### src/rtl/seqPkg.sv
package seqPkg;

  typedef struct packed {
    logic       x1Speed;
    logic [1:0] delayCode;
    logic       readHold;
    logic       width8;
  } slotCfgT;

  localparam int CFG_W = $bits(slotCfgT);

  typedef enum logic [2:0] {
    ST_IDLE,
    ST_SETUP,
    ST_STROBE,
    ST_HOLD,
    ST_DONE
  } seqStateT;

  typedef struct packed {
    logic busActive;
    logic rdActive;
    logic wrActive;
    logic dataOe;
    logic second;
    logic capLo;
    logic capHi;
  } strobeT;

endpackage

### src/rtl/busData.sv
module busData
  import seqPkg::*;
#(
  parameter int ADDR_W        = 24,
  parameter int NGROUPS       = 4,
  parameter int SPLIT_REGION  = 3,
  parameter int GROUP_REGION0 = 4,
  localparam int NSLOTS       = NGROUPS + 1,
  localparam int SLOT_W       = $clog2(NSLOTS)
) (
  input  logic              clk,
  input  logic              coldRstN,
  input  logic              seqRstN,
  input  logic              dblSpeedEn,
  input  logic              cfgWe,
  input  logic [SLOT_W-1:0] cfgSel,
  input  logic [7:0]        cfgWdata,
  output logic [7:0]        cfgRdata,
  input  logic [ADDR_W-1:0] reqAddr,
  input  logic              reqSize,
  input  logic [15:0]       reqWdata,
  input  strobeT            stb,
  output logic              decHit,
  output logic              decWidth8,
  output logic              decHold,
  output logic [1:0]        decCode,
  output logic              decShort,
  output logic [ADDR_W-1:0] extAddr,
  output logic [NSLOTS-1:0] extCsN,
  output logic [15:0]       extDataOut,
  input  logic [15:0]       extDataIn,
  output logic [15:0]       ackRdata
);

  localparam int REGION_W = 4;
  localparam slotCfgT CFG_DEFAULT = '{x1Speed: 1'b0, delayCode: 2'b11,
                                      readHold: 1'b0, width8: 1'b0};

  slotCfgT cfgMem [NSLOTS];
  logic [REGION_W-1:0] region;
  logic [NSLOTS-1:0]   slotHit;
  slotCfgT             selCfg;
  logic                fullWidth;

  always_ff @(posedge clk or negedge coldRstN) begin
    if (!coldRstN) begin
      for (int s = 0; s < NSLOTS; s++) cfgMem[s] <= CFG_DEFAULT;
    end else if (cfgWe) begin
      for (int s = 0; s < NSLOTS; s++)
        if (cfgSel == SLOT_W'(s)) cfgMem[s] <= cfgWdata[CFG_W-1:0];
    end
  end

  always_comb begin
    cfgRdata = '0;
    for (int s = 0; s < NSLOTS; s++)
      if (cfgSel == SLOT_W'(s)) cfgRdata[CFG_W-1:0] = cfgMem[s];
  end

  assign region = reqAddr[ADDR_W-1 -: REGION_W];

  for (genvar g = 0; g < NSLOTS; g++) begin : gDecode
    localparam int REGION_OF = (g == NGROUPS) ? SPLIT_REGION : GROUP_REGION0 + g;
    assign slotHit[g] = (region == REGION_W'(REGION_OF));
  end

  always_comb begin
    selCfg = '0;
    for (int s = 0; s < NSLOTS; s++)
      if (slotHit[s]) selCfg = cfgMem[s];
  end

  assign decHit    = |slotHit;
  assign decWidth8 = slotHit[NGROUPS] ? ~reqAddr[ADDR_W-REGION_W-1] : selCfg.width8;
  assign decHold   = selCfg.readHold;
  assign decCode   = selCfg.delayCode;
  assign decShort  = dblSpeedEn & ~selCfg.x1Speed;

  assign fullWidth  = reqSize & ~decWidth8;
  assign extCsN     = ~(slotHit & {NSLOTS{stb.busActive}});
  assign extAddr    = reqAddr + ADDR_W'(stb.second);
  assign extDataOut = fullWidth ? reqWdata
                                : {8'h00, stb.second ? reqWdata[15:8] : reqWdata[7:0]};

  always_ff @(posedge clk or negedge seqRstN) begin
    if (!seqRstN) begin
      ackRdata <= '0;
    end else if (stb.capLo) begin
      ackRdata <= fullWidth ? extDataIn : {8'h00, extDataIn[7:0]};
    end else if (stb.capHi) begin
      ackRdata[15:8] <= extDataIn[7:0];
    end
  end

endmodule

### src/rtl/busCtrl.sv
module busCtrl
  import seqPkg::*;
(
  input  logic       clk,
  input  logic       rstN,
  input  logic       reqValid,
  input  logic       reqWrite,
  input  logic       reqSize,
  input  logic       decHit,
  input  logic       decWidth8,
  input  logic       decHold,
  input  logic [1:0] decCode,
  input  logic       decShort,
  output strobeT     stb,
  output logic       ackValid,
  output logic       ackErr
);

  seqStateT   state;
  logic       tick;
  logic [2:0] turnCnt;
  logic       second;
  logic       errFlag;
  logic       strobeLast;
  logic       subEnd;
  logic       lastSub;

  assign strobeLast = (state == ST_STROBE) && !tick;
  assign subEnd     = (strobeLast && (reqWrite || !decHold)) ||
                      ((state == ST_HOLD) && !tick);
  assign lastSub    = !(reqSize && decWidth8) || second;

  always_ff @(posedge clk or negedge rstN) begin
    if (!rstN) begin
      state   <= ST_IDLE;
      tick    <= 1'b0;
      turnCnt <= '0;
      second  <= 1'b0;
      errFlag <= 1'b0;
    end else begin
      if (turnCnt != 0) turnCnt <= turnCnt - 3'd1;
      case (state)
        ST_IDLE: begin
          if (reqValid && turnCnt == 0) begin
            second  <= 1'b0;
            errFlag <= !decHit;
            state   <= decHit ? ST_SETUP : ST_DONE;
          end
        end
        ST_SETUP: begin
          state <= ST_STROBE;
          tick  <= !decShort;
        end
        ST_STROBE: begin
          if (tick) tick <= 1'b0;
          else if (!reqWrite && decHold) begin
            state <= ST_HOLD;
            tick  <= 1'b1;
          end
        end
        ST_HOLD: if (tick) tick <= 1'b0;
        ST_DONE: state <= ST_IDLE;
        default: state <= ST_IDLE;
      endcase
      if (subEnd) begin
        if (!lastSub) begin
          second <= 1'b1;
          state  <= ST_SETUP;
        end else begin
          state <= ST_DONE;
          if (!reqWrite) turnCnt <= {decCode, 1'b0};
        end
      end
    end
  end

  always_comb begin
    stb           = '0;
    stb.busActive = (state == ST_SETUP) || (state == ST_STROBE) || (state == ST_HOLD);
    stb.rdActive  = (state == ST_STROBE) && !reqWrite;
    stb.wrActive  = (state == ST_STROBE) && reqWrite;
    stb.dataOe    = reqWrite && ((state == ST_SETUP) || (state == ST_STROBE));
    stb.second    = second;
    stb.capLo     = strobeLast && !reqWrite && !second;
    stb.capHi     = strobeLast && !reqWrite && second;
  end

  assign ackValid = (state == ST_DONE);
  assign ackErr   = (state == ST_DONE) && errFlag;

endmodule

### src/rtl/extBusSequencer.sv
module extBusSequencer
  import seqPkg::*;
#(
  parameter int ADDR_W        = 24,
  parameter int NGROUPS       = 4,
  parameter int SPLIT_REGION  = 3,
  parameter int GROUP_REGION0 = 4,
  localparam int NSLOTS       = NGROUPS + 1,
  localparam int SLOT_W       = $clog2(NSLOTS)
) (
  input  logic              clk,
  input  logic              coldRstN,
  input  logic              hotRstN,
  input  logic              dblSpeedEn,
  input  logic              cfgWe,
  input  logic [SLOT_W-1:0] cfgSel,
  input  logic [7:0]        cfgWdata,
  output logic [7:0]        cfgRdata,
  input  logic              reqValid,
  input  logic              reqWrite,
  input  logic              reqSize,
  input  logic [ADDR_W-1:0] reqAddr,
  input  logic [15:0]       reqWdata,
  output logic              ackValid,
  output logic              ackErr,
  output logic [15:0]       ackRdata,
  output logic [ADDR_W-1:0] extAddr,
  output logic [NSLOTS-1:0] extCsN,
  output logic              extRdN,
  output logic              extWrN,
  output logic [15:0]       extDataOut,
  output logic              extDataOe,
  input  logic [15:0]       extDataIn
);

  strobeT     stb;
  logic       seqRstN;
  logic       decHit, decWidth8, decHold, decShort;
  logic [1:0] decCode;

  assign seqRstN = coldRstN & hotRstN;

  busCtrl uCtrl (
    .clk(clk), .rstN(seqRstN), .reqValid(reqValid), .reqWrite(reqWrite),
    .reqSize(reqSize), .decHit(decHit), .decWidth8(decWidth8), .decHold(decHold),
    .decCode(decCode), .decShort(decShort), .stb(stb),
    .ackValid(ackValid), .ackErr(ackErr)
  );

  busData #(
    .ADDR_W(ADDR_W), .NGROUPS(NGROUPS),
    .SPLIT_REGION(SPLIT_REGION), .GROUP_REGION0(GROUP_REGION0)
  ) uData (
    .clk(clk), .coldRstN(coldRstN), .seqRstN(seqRstN), .dblSpeedEn(dblSpeedEn),
    .cfgWe(cfgWe), .cfgSel(cfgSel), .cfgWdata(cfgWdata), .cfgRdata(cfgRdata),
    .reqAddr(reqAddr), .reqSize(reqSize), .reqWdata(reqWdata), .stb(stb),
    .decHit(decHit), .decWidth8(decWidth8), .decHold(decHold), .decCode(decCode),
    .decShort(decShort), .extAddr(extAddr), .extCsN(extCsN),
    .extDataOut(extDataOut), .extDataIn(extDataIn), .ackRdata(ackRdata)
  );

  assign extRdN    = ~stb.rdActive;
  assign extWrN    = ~stb.wrActive;
  assign extDataOe = stb.dataOe;

endmodule

### config.mk
export PLATFORM = sky130hd
export DESIGN_NAME = extBusSequencer
export DESIGN_NICKNAME = d
export VERILOG_FILES = /design/src/rtl/seqPkg.sv /design/src/rtl/busData.sv /design/src/rtl/busCtrl.sv /design/src/rtl/extBusSequencer.sv
export SDC_FILE = /design/constraint.sdc
export NUM_CORES = 1
export LEC_CHECK = 0
export CORE_MARGIN = 3
export CORE_UTILIZATION = 58
export DETAILED_ROUTE_END_ITERATION = 16
export DONT_BUFFER_PORTS = 1
export HOLD_SLACK_MARGIN = 0.12
export PLACE_DENSITY = 0.85
export SYNTH_ARGS = -nofsm -noshare
export SYNTH_HDL_FRONTEND = slang
export SYNTH_SLANG_ARGS = --single-unit
### constraint.sdc
create_clock -name clk -period 2.2 [get_ports clk]
set_clock_uncertainty 0.2 [all_clocks]
set_input_delay 0.33 -clock clk [delete_from_list [all_inputs] [get_ports clk]]
set_output_delay 0.33 -clock clk [all_outputs]
set_load 0.02 [all_outputs]
=== After elaboration in Yosys (flattened, before gate mapping) ===
Cells that the tools add are included.

* Word-level logic and storage cells: 129
* Register bits after elaboration: 50
* Bits in read-only memories: 0
* Latch bits: 0
* RAM bits: 0
* Output and inout port bits: 74
* Memories kept: 0
* Input port bits: 75

* Bitwise gates (word level): 10
* Reductions and logical operators: 39
* Muxes and demuxes: 34
* $add $sub $neg: 2
* Order comparisons: 0
* Shifts and indexed selects: 0
* Multiply operators: 0
* Divide/modulo/power cells: 0
* Equality and inequality tests: 17

{| class="wikitable"
|+ Operators with widths
! cell !! count
|-
| 5-bit 2-to-1 mux || 10
|-
| 16-bit 2-to-1 mux || 2
|-
| 3-bit 2-to-1 mux || 10
|-
| 24-bit by 1-bit adder with 24-bit output || 1
|-
| 8-bit 2-to-1 mux || 3
|-
| 4-bit by 3-bit == test with 1-bit output (second input constant) || 4
|-
| 1-bit logical AND || 13
|-
| 3-bit by 2-bit == test with 1-bit output (second input constant) || 4
|-
| 3-bit case mux with 4 select lines || 1
|-
| 2-bit AND reduction || 6
|-
| 3-bit zero test || 3
|-
| 1-bit zero test || 7
|-
| 1-bit 2-to-1 mux || 7
|-
| 3-bit by 1-bit == test with 1-bit output (second input constant) || 2
|-
| 3-bit == test (second input constant) || 2
|-
| 3-bit nonzero test || 2
|-
| 5-bit bitwise AND || 1
|-
| 1-bit logical OR || 5
|-
| 1-bit NOT || 5
|-
| 5-bit NOT || 1
|-
| 5-bit OR reduction || 1
|-
| 4-bit by 2-bit == test with 1-bit output (second input constant) || 1
|-
| 4-bit AND reduction || 1
|-
| 1-bit bitwise AND || 3
|-
| other kinds (7) || 7
|}

=== Depth between registers and ports, before layout ===
Gate-level depths: netlist (run 1).

* Depth after elaboration: 12
* Gate-level depth with buffers: 8
* Depth with buffers taken out: 7

=== By module ===
From an unflattened synthesis (run 1), not the netlist that was laid out.

* Cell total of the unflattened synthesis: 341
* Area total of the unflattened synthesis: 3,442.1 um^2

{| class="wikitable"
|+ Modules (own cells, without submodules)
! module !! cells an instance !! area an instance (um^2) !! seq. area each (um^2) !! times used
|-
| busData || 277 || 2,810.2 || 1,038.5 || 1
|-
| busCtrl || 61 || 618.1 || 225.2 || 1
|-
| extBusSequencer || 3 || 13.8 || 0.0 || 1
|}

=== Worst setup path before layout (run 1) ===
Ideal clock, no wire load.

* Kind: input-to-output
* Start: input reqAddr[21]
* End: output extDataOut[0]
* Slack: -0.211 ns
* Required time: 1.670 ns
* Stages: 6
* Arrival time: 1.881 ns
* Cell sequence: or3b_4 -> o22a_1 -> o221a_4 -> nand2b_4 -> buf_6 -> mux2_4

* Word-level cells in the longest chain between the ends: 10

{| class="wikitable"
|+ Ends and longest elaborated chain
! what !! line !! RTL
|-
| start: declaration || extBusSequencer.sv:22 || <nowiki>input logic [ADDR_W-1:0] reqAddr,</nowiki>
|-
| 4-bit by 3-bit == test with 1-bit output || busData.sv:64 || <nowiki>assign slotHit[g] = (region == REGION_W'(REGION_OF));</nowiki>
|-
| 5-bit 2-to-1 mux (5 in a row) || busData.sv:70 || <nowiki>if (slotHit[s]) selCfg = cfgMem[s];</nowiki>
|-
| 1-bit 2-to-1 mux (*) || busData.sv:74 || <nowiki>assign decWidth8 = slotHit[NGROUPS] ? ~reqAddr[ADDR_W-REGION_W-1] : selCfg.width8;</nowiki>
|-
| 1-bit NOT (*) || busData.sv:79 || <nowiki>assign fullWidth = reqSize & ~decWidth8;</nowiki>
|-
| 1-bit bitwise AND (*) || busData.sv:79 ||
|-
| 16-bit 2-to-1 mux (*) || busData.sv:82 || <nowiki>assign extDataOut = fullWidth ? reqWdata</nowiki>
|-
| end: declaration || extBusSequencer.sv:31 || <nowiki>output logic [15:0] extDataOut,</nowiki>
|}

Every way passes the cells marked *; elsewhere a longest branch is shown, timed or not.

=== Worst setup path after layout (run 1) ===
* Start: register uCtrl.second
* End: output extAddr[21]

* Word-level cells in the longest chain between the ends: 1

{| class="wikitable"
|+ Ends and longest elaborated chain
! what !! line !! RTL
|-
| start: declaration || busCtrl.sv:22 || <nowiki>logic second;</nowiki>
|-
| start signal: assignment || busCtrl.sv:38 || <nowiki>second <= 1'b0;</nowiki>
|-
| start signal: assignment || busCtrl.sv:45 || <nowiki>second <= 1'b0;</nowiki>
|-
| start signal: assignment || busCtrl.sv:67 || <nowiki>second <= 1'b1;</nowiki>
|-
| 24-bit by 1-bit adder with 24-bit output || busData.sv:81 || <nowiki>assign extAddr = reqAddr + ADDR_W'(stb.second);</nowiki>
|-
| end: declaration || extBusSequencer.sv:27 || <nowiki>output logic [ADDR_W-1:0] extAddr,</nowiki>
|}

No other way between the ends.

==> flow_summary.yaml, run 1 <==
die:
  core_mm2: 0.00554
  dieArea_mm2: 0.00671
  row_count: 27
  io_pins: 149
  die_w_um: 81.9
  die_y_um: 81.9
  start_util_pct: 60.3
clocking:
  path_clk_slew_ps: 90
  htreeDepth: 2
  cts_buffer_depth: 2
  cts_buffers: 5
  clock_latency_ps: 300
  root_buffer: "clkbuf_8"
  cts_tree: "built"
  cts_sinks: 50
global_routing:
  grt_use_total_pct: 26.1
  grt_max_degree: 27
  grt_overflow: 0
  first_global_vias: 2862
  antenna_found_initial: 0
  grt_pass1_wl_um: 13400
synth:
  synth_cell_types: 48
  synth-edff-count: 0
  synth-warning-count: 0
  avgSynthCellArea_um2: 9.69
  synth_top_area_share_pct: 29.9
  synth_area_mm2: 0.00334
  ys_ff_latch: 50
  synthFlopType: "dfrtp_1"
  netlist_instances: 345
  ys_seq_area_share_pct: 37.8
  synthArstFlopShare_pct: 100
  netlist_top_cells_area: "dfrtp_1 30%, mux2_2 11%, dfstp_2 7.9%"
  yosys.area.top_type: "dfrtp_1"
sta:
  fmax_ghz: 0.416
  fin_tns_setup_ps: -3300
  rsz0062_at_grt: "true"
  period_share_pct: 109
  setup_viol: 32
  period_needed_ps: 2410
  max_slew.worst_pin.slew_ps: 619
  hold_ws_ps: 164
  hold_viol_final: 0
  slew_headroom_pct: 58.6
  slew_violations: 0
  layout_setup_ws_ps: -206
worst_setup_path:
  crit_required_ps: 1670
  rrSetupSlack_ps: 250
  startpoint_type: "register"
  crit_path_max_fanout: 4
  r2r_cells: 6
  timing.rr.end: "uCtrl.turnCnt[2]"
  end_kind: "output pin"
  rr_startpoint: "uCtrl.second"
  cp.arrival_ps: 1880
  path_class: "register to output pin"
run_status:
  status: "finished, violations left"
  violations: "negative setup slack"
power_and_ir_drop:
  p_per_area_mw_per_mm2: 875
  power_w: 0.00374
  ir_drop_uv: 705
  power.leakage_nw: 1.81
drt:
  drc: 0
  wl_per_cell_um: 19.8
  wl_um: 9420
  first_iter_violations: 135
  dr_total_vias: 2888
  ant_nets: 0
  drtPass1Iterations: 4
  vias_per_cell: 6.07
place:
  dp_hpwl_um: 6600
  place_inst: 433
  detailed_place.area_mm2: 0.00363
  gp_congestion: 0.866
  port_buffers: 0
run:
  maxCapViolations: 0
layout:
  final_nets: 482
  layout_commonest_cell: "buf_4"
  n_fill_cell: 352
  stdcell_count: 476
  layout-area-overhead-vs-synth_pct: 27.9
  fin_area_mm2: 0.00428
  layout_common_cells: "41 x buf_4, 39 x dfrtp_1, 38 x nand2_1"
  drive_gt1_share_pct: 35.4
  diodes: 0
min_path:
  min_delay_path_depth: 2
  worstHoldEndpoint: "uCtrl.tick"
  hold_path_class: "primary input to register"
  hp-start: "dblSpeedEn"
[critical path: stages, from the launching register on]
cell and delay (ps):
dfrtp_1 400, ha_4 170, and4_4 240, nand3_4 100, nor2_4 160, nand4_1 120
xnor2_1 210, buf_4 180
[worst max-delay path by stage]
stage	from	to	slack, ps	cells after the start
global route	uCtrl.second	extAddr[21]	-340	7
floorplan	reqAddr[21]	extDataOut[0]	-170	6
CTS	uCtrl.second	extAddr[16]	-240	8
global placement	reqAddr[21]	extDataOut[7]	-100	5
finish	uCtrl.second	extAddr[21]	-210	7
detailed placement	reqAddr[21]	extDataOut[2]	-140	5
[registers in the layout (all words and copies together) (netlist names)]
| register | flops |
|---|---|
| uCtrl.errFlag | 1 |
| uData.cfgMem | 25 |
| uCtrl.tick | 1 |
| uCtrl.turnCnt | 3 |
| uData.ackRdata | 16 |
| uCtrl.second | 1 |
| uCtrl.state | 3 |
[stage by stage]
| step | util, % | setup WS (ps) |
|---|---|---|
| floorplan | - | -170 |
| global placement | 65.6 | -97.5 |
| detailed placement | 65.6 | -142 |
| CTS | 73.8 | -238 |
| global route | 77.2 | -338 |
| finish | 77.2 | -206 |
[cell families (layout without fill, tap and decap cells)]
| family | after synthesis | after routing | share of synthesized area [%] |
|---|---|---|---|
| AND/OR/NAND/NOR | 147 | 147 | 23.1 |
| multiplexers | 53 | 53 | 19.8 |
| flip-flops | 50 | 50 | 37.8 |
| AO/OA/AOI/OAI | 38 | 38 | 7.67 |
| buffers and inverters | 28 | 85 | 3.78 |
| XOR/XNOR | 24 | 24 | 6.29 |
| adder cells (fa/ha/maj) | 4 | 4 | 1.50 |
| other | 1 | 3 | 0.112 |
[layout make-up]
class                   instances  area, µm²  area share [%]
well taps                      72       90.1            2.11
flip-flops and latches         50       1260            29.6
repair buffers                 71        632            14.8
inverters                       6       22.5           0.527
multi-input cells             269       2170            50.9
clock buffers                   7       86.3            2.02
clock inverters                 1       5.00           0.117
[cell usage after synthesis (8+ instances only)]
cell      count
nor2_1       34
clkbuf_1     15
and2_1       13
mux2i_1       8
xnor2_1      20
dfstp_2      10
nand3_1      15
mux2_2       33
nand3b_1     10
dfrtp_1      40
a31oi_1      11
mux2_4        8
nand2_1      39
[report_power, final]
| group | leakage [nW] | internal [W] | total (W) | switching (W) |
|---|---|---|---|---|
| combinational | 1.16 | 0.000739 | 0.00147 | 0.000731 |
| sequential | 0.597 | 0.00128 | 0.00173 | 0.000451 |
| clock | 0.0482 | 0.000254 | 0.000540 | 0.000286 |
[timing repair]
item                                   in CTS  in global routing
gates resized for setup                    23                 30
setup buffers                               4                  6
hold buffers                               26                  0
pin swaps                                   8                 30
setup endpoints to repair                  32                 36
endpoints found under the hold margin      93                  0
[routing by layer]
layer | global-route usage (%) | share of wire [%] | vias up
met3 | 5.48 | 7.7 | 14
met5 | 0 | 0 | -
met2 | 45.5 | 54 | 131
met4 | 9.30 | 1.7 | 0
li1 | - | - | 1325
met1 | 31.7 | 37 | 1418
Note: power is estimated with default switching activity, not from simulation.
==> run 2, diff against run 1 <==
- SKIP_CTS_REPAIR_TIMING: not set -> 1
==> run 2 against run 1 <==
The run still ends with negative setup slack left. Register-to-register slack about the same. Clock power is essentially flat. Power fell by 0.11%. Via count is 0.35% higher. Critical endpoint unchanged. Combinational power about the same. Non-clock buffer count decreased by 3. Sequential power barely moved. Sequential share of layout area hardly changed. Final cell count shrank 0.63%. Routed wire length is 1.8% higher. Sequential cell count stayed put. Die area unchanged.
==> flow_summary.yaml, run 2 (same netlist as run 1, synthesis figures left out) <==
worst_setup_path:
  cp.arrival_ps: 1920
  startpoint_type: "register"
  rr_startpoint: "uCtrl.state[1]"
  r2r_cells: 5
  max_stage_delay_ps: 400
  crit_path_cell_trace: "ha_4, and4_4, nand3_4, nor2_4, nand4_1, xnor2_1, buf_4"
  end_kind: "output pin"
  timing.rr.end: "uData.ackRdata[3]"
  path_class: "register to output pin"
  crit_path_max_fanout: 4
  crit_path_top_delay_cell: "dfrtp_1"
  crit_required_ps: 1670
  rrSetupSlack_ps: 250
clocking:
  cts_tree: "built"
  cts_buffer_depth: 2
  htreeDepth: 2
  root_buffer: "clkbuf_8"
  cts_sinks: 50
  clock_latency_ps: 300
  cts_buffers: 5
  path_clk_slew_ps: 90
sta:
  rsz0062_at_grt: "true"
  hold_viol_final: 0
  fmax_ghz: 0.408
  period_share_pct: 111
  slew_violations: 0
  period_needed_ps: 2450
  setup_viol: 33
  slew_headroom_pct: 56.9
  layout_setup_ws_ps: -251
  max_slew.worst_pin.slew_ps: 644
  fin_tns_setup_ps: -4300
die:
  dieArea_mm2: 0.00671
  io_pins: 149
  core_mm2: 0.00554
  die_w_um: 81.9
  row_count: 27
  start_util_pct: 60.3
  die_y_um: 81.9
place:
  preCtsSetupSlack_ps: -142
  dp_hpwl_um: 6600
  detailed_place.area_mm2: 0.00363
  port_buffers: 0
  gp_congestion: 0.866
drt:
  wl_um: 9590
  first_iter_violations: 157
  ant_nets: 0
  wl_per_cell_um: 20.3
  drtPass1Iterations: 5
  drc: 0
  vias_per_cell: 6.13
  dr_total_vias: 2898
layout:
  area.sequential_mm2: 0.00126
  largest_register_ffs: 25
  final_nets: 479
  diodes: 0
  layout_common_cells: "39 x dfrtp_1, 38 x nand2_1, 37 x buf_4"
  reg_top3: "uData.cfgMem (25), uData.ackRdata (16)"
  multi_input_area_mm2: 0.00220
  n_fill_cell: 339
  fin_area_mm2: 0.00428
  largest_register: "uData.cfgMem"
  layout-area-overhead-vs-synth_pct: 28.0
  drive_gt1_share_pct: 35.4
  layout_commonest_cell: "dfrtp_1"
power_and_ir_drop:
  power_w: 0.00374
  ir_drop_uv: 855
  power.leakage_nw: 1.81
  p_per_area_mw_per_mm2: 873
global_routing:
  grt_use_total_pct: 24.3
  first_global_vias: 2656
  grt_max_degree: 27
  grt_overflow: 0
  antenna_found_initial: 0
  grt_pass1_wl_um: 12500
min_path:
  worstHoldEndpoint: "uCtrl.tick"
  min_delay_path_depth: 2
  hp-start: "dblSpeedEn"
  hold_path_class: "primary input to register"
run_status:
  violations: "negative setup slack"
  status: "finished, violations left"
run:
  maxCapViolations: 0
[run 2: changes by cell type in the layout (fill, tap and decap cells not counted), sizes merged]
cell  change
buf       -3
[run 2: metal layers]
metal,wire (µm),share of wire [%],up-vias,track usage [%]
li1,-,-,1325,-
met1,3560,37,1408,29.4
met2,5020,52,142,42.1
met3,775,8.1,23,5.59
met4,237,2.5,0,8.97
met5,0,0,-,0
[run 2: worst max-delay path by stage]
stage | end | startpoint
final | extAddr[21] | uCtrl.second
after global placement | extDataOut[7] | reqAddr[21]
after CTS | extAddr[21] | uCtrl.second
after global routing | extAddr[22] | uCtrl.second
after floorplan | extDataOut[0] | reqAddr[21]
after detailed placement | extDataOut[2] | reqAddr[21]
[run 2: area by class of cell]
| cell class | count | share of cell area [%] |
|---|---|---|
| clock buffer | 7 | 2.02 |
| clock inverter | 1 | 0.117 |
| inverter | 6 | 0.526 |
| multi-input combinational | 269 | 51.3 |
| sequential | 50 | 29.6 |
| tap | 72 | 2.11 |
| timing repair buffer | 68 | 14.3 |
[run 2: stage by stage]
step	utilization, %	hold WS (ps)	std cells
global route	77.2	195	473
CTS	67.2	-488	441
detailed placement	65.6	-165	433
floorplan	-	-166	347
finish	77.2	156	473
global placement	65.6	-165	433
[run 2: report_power, final]
part / internal (W) / switching, W / leakage, nW
combinational: 0.000725 / 0.000728 / 1.16
clock: 0.000254 / 0.000288 / 0.0482
sequential: 0.00128 / 0.000462 / 0.597
total: 0.00226 / 0.00148 / 1.81
[run 2: worst max-delay path: cells and delay by family (launching register included)]
family | cells | cell delay, ps
fa+ha+maj | 1 | 180
flops | 1 | 400
xor+xnor | 1 | 200
simple gates | 4 | 670
buf+inv | 1 | 170
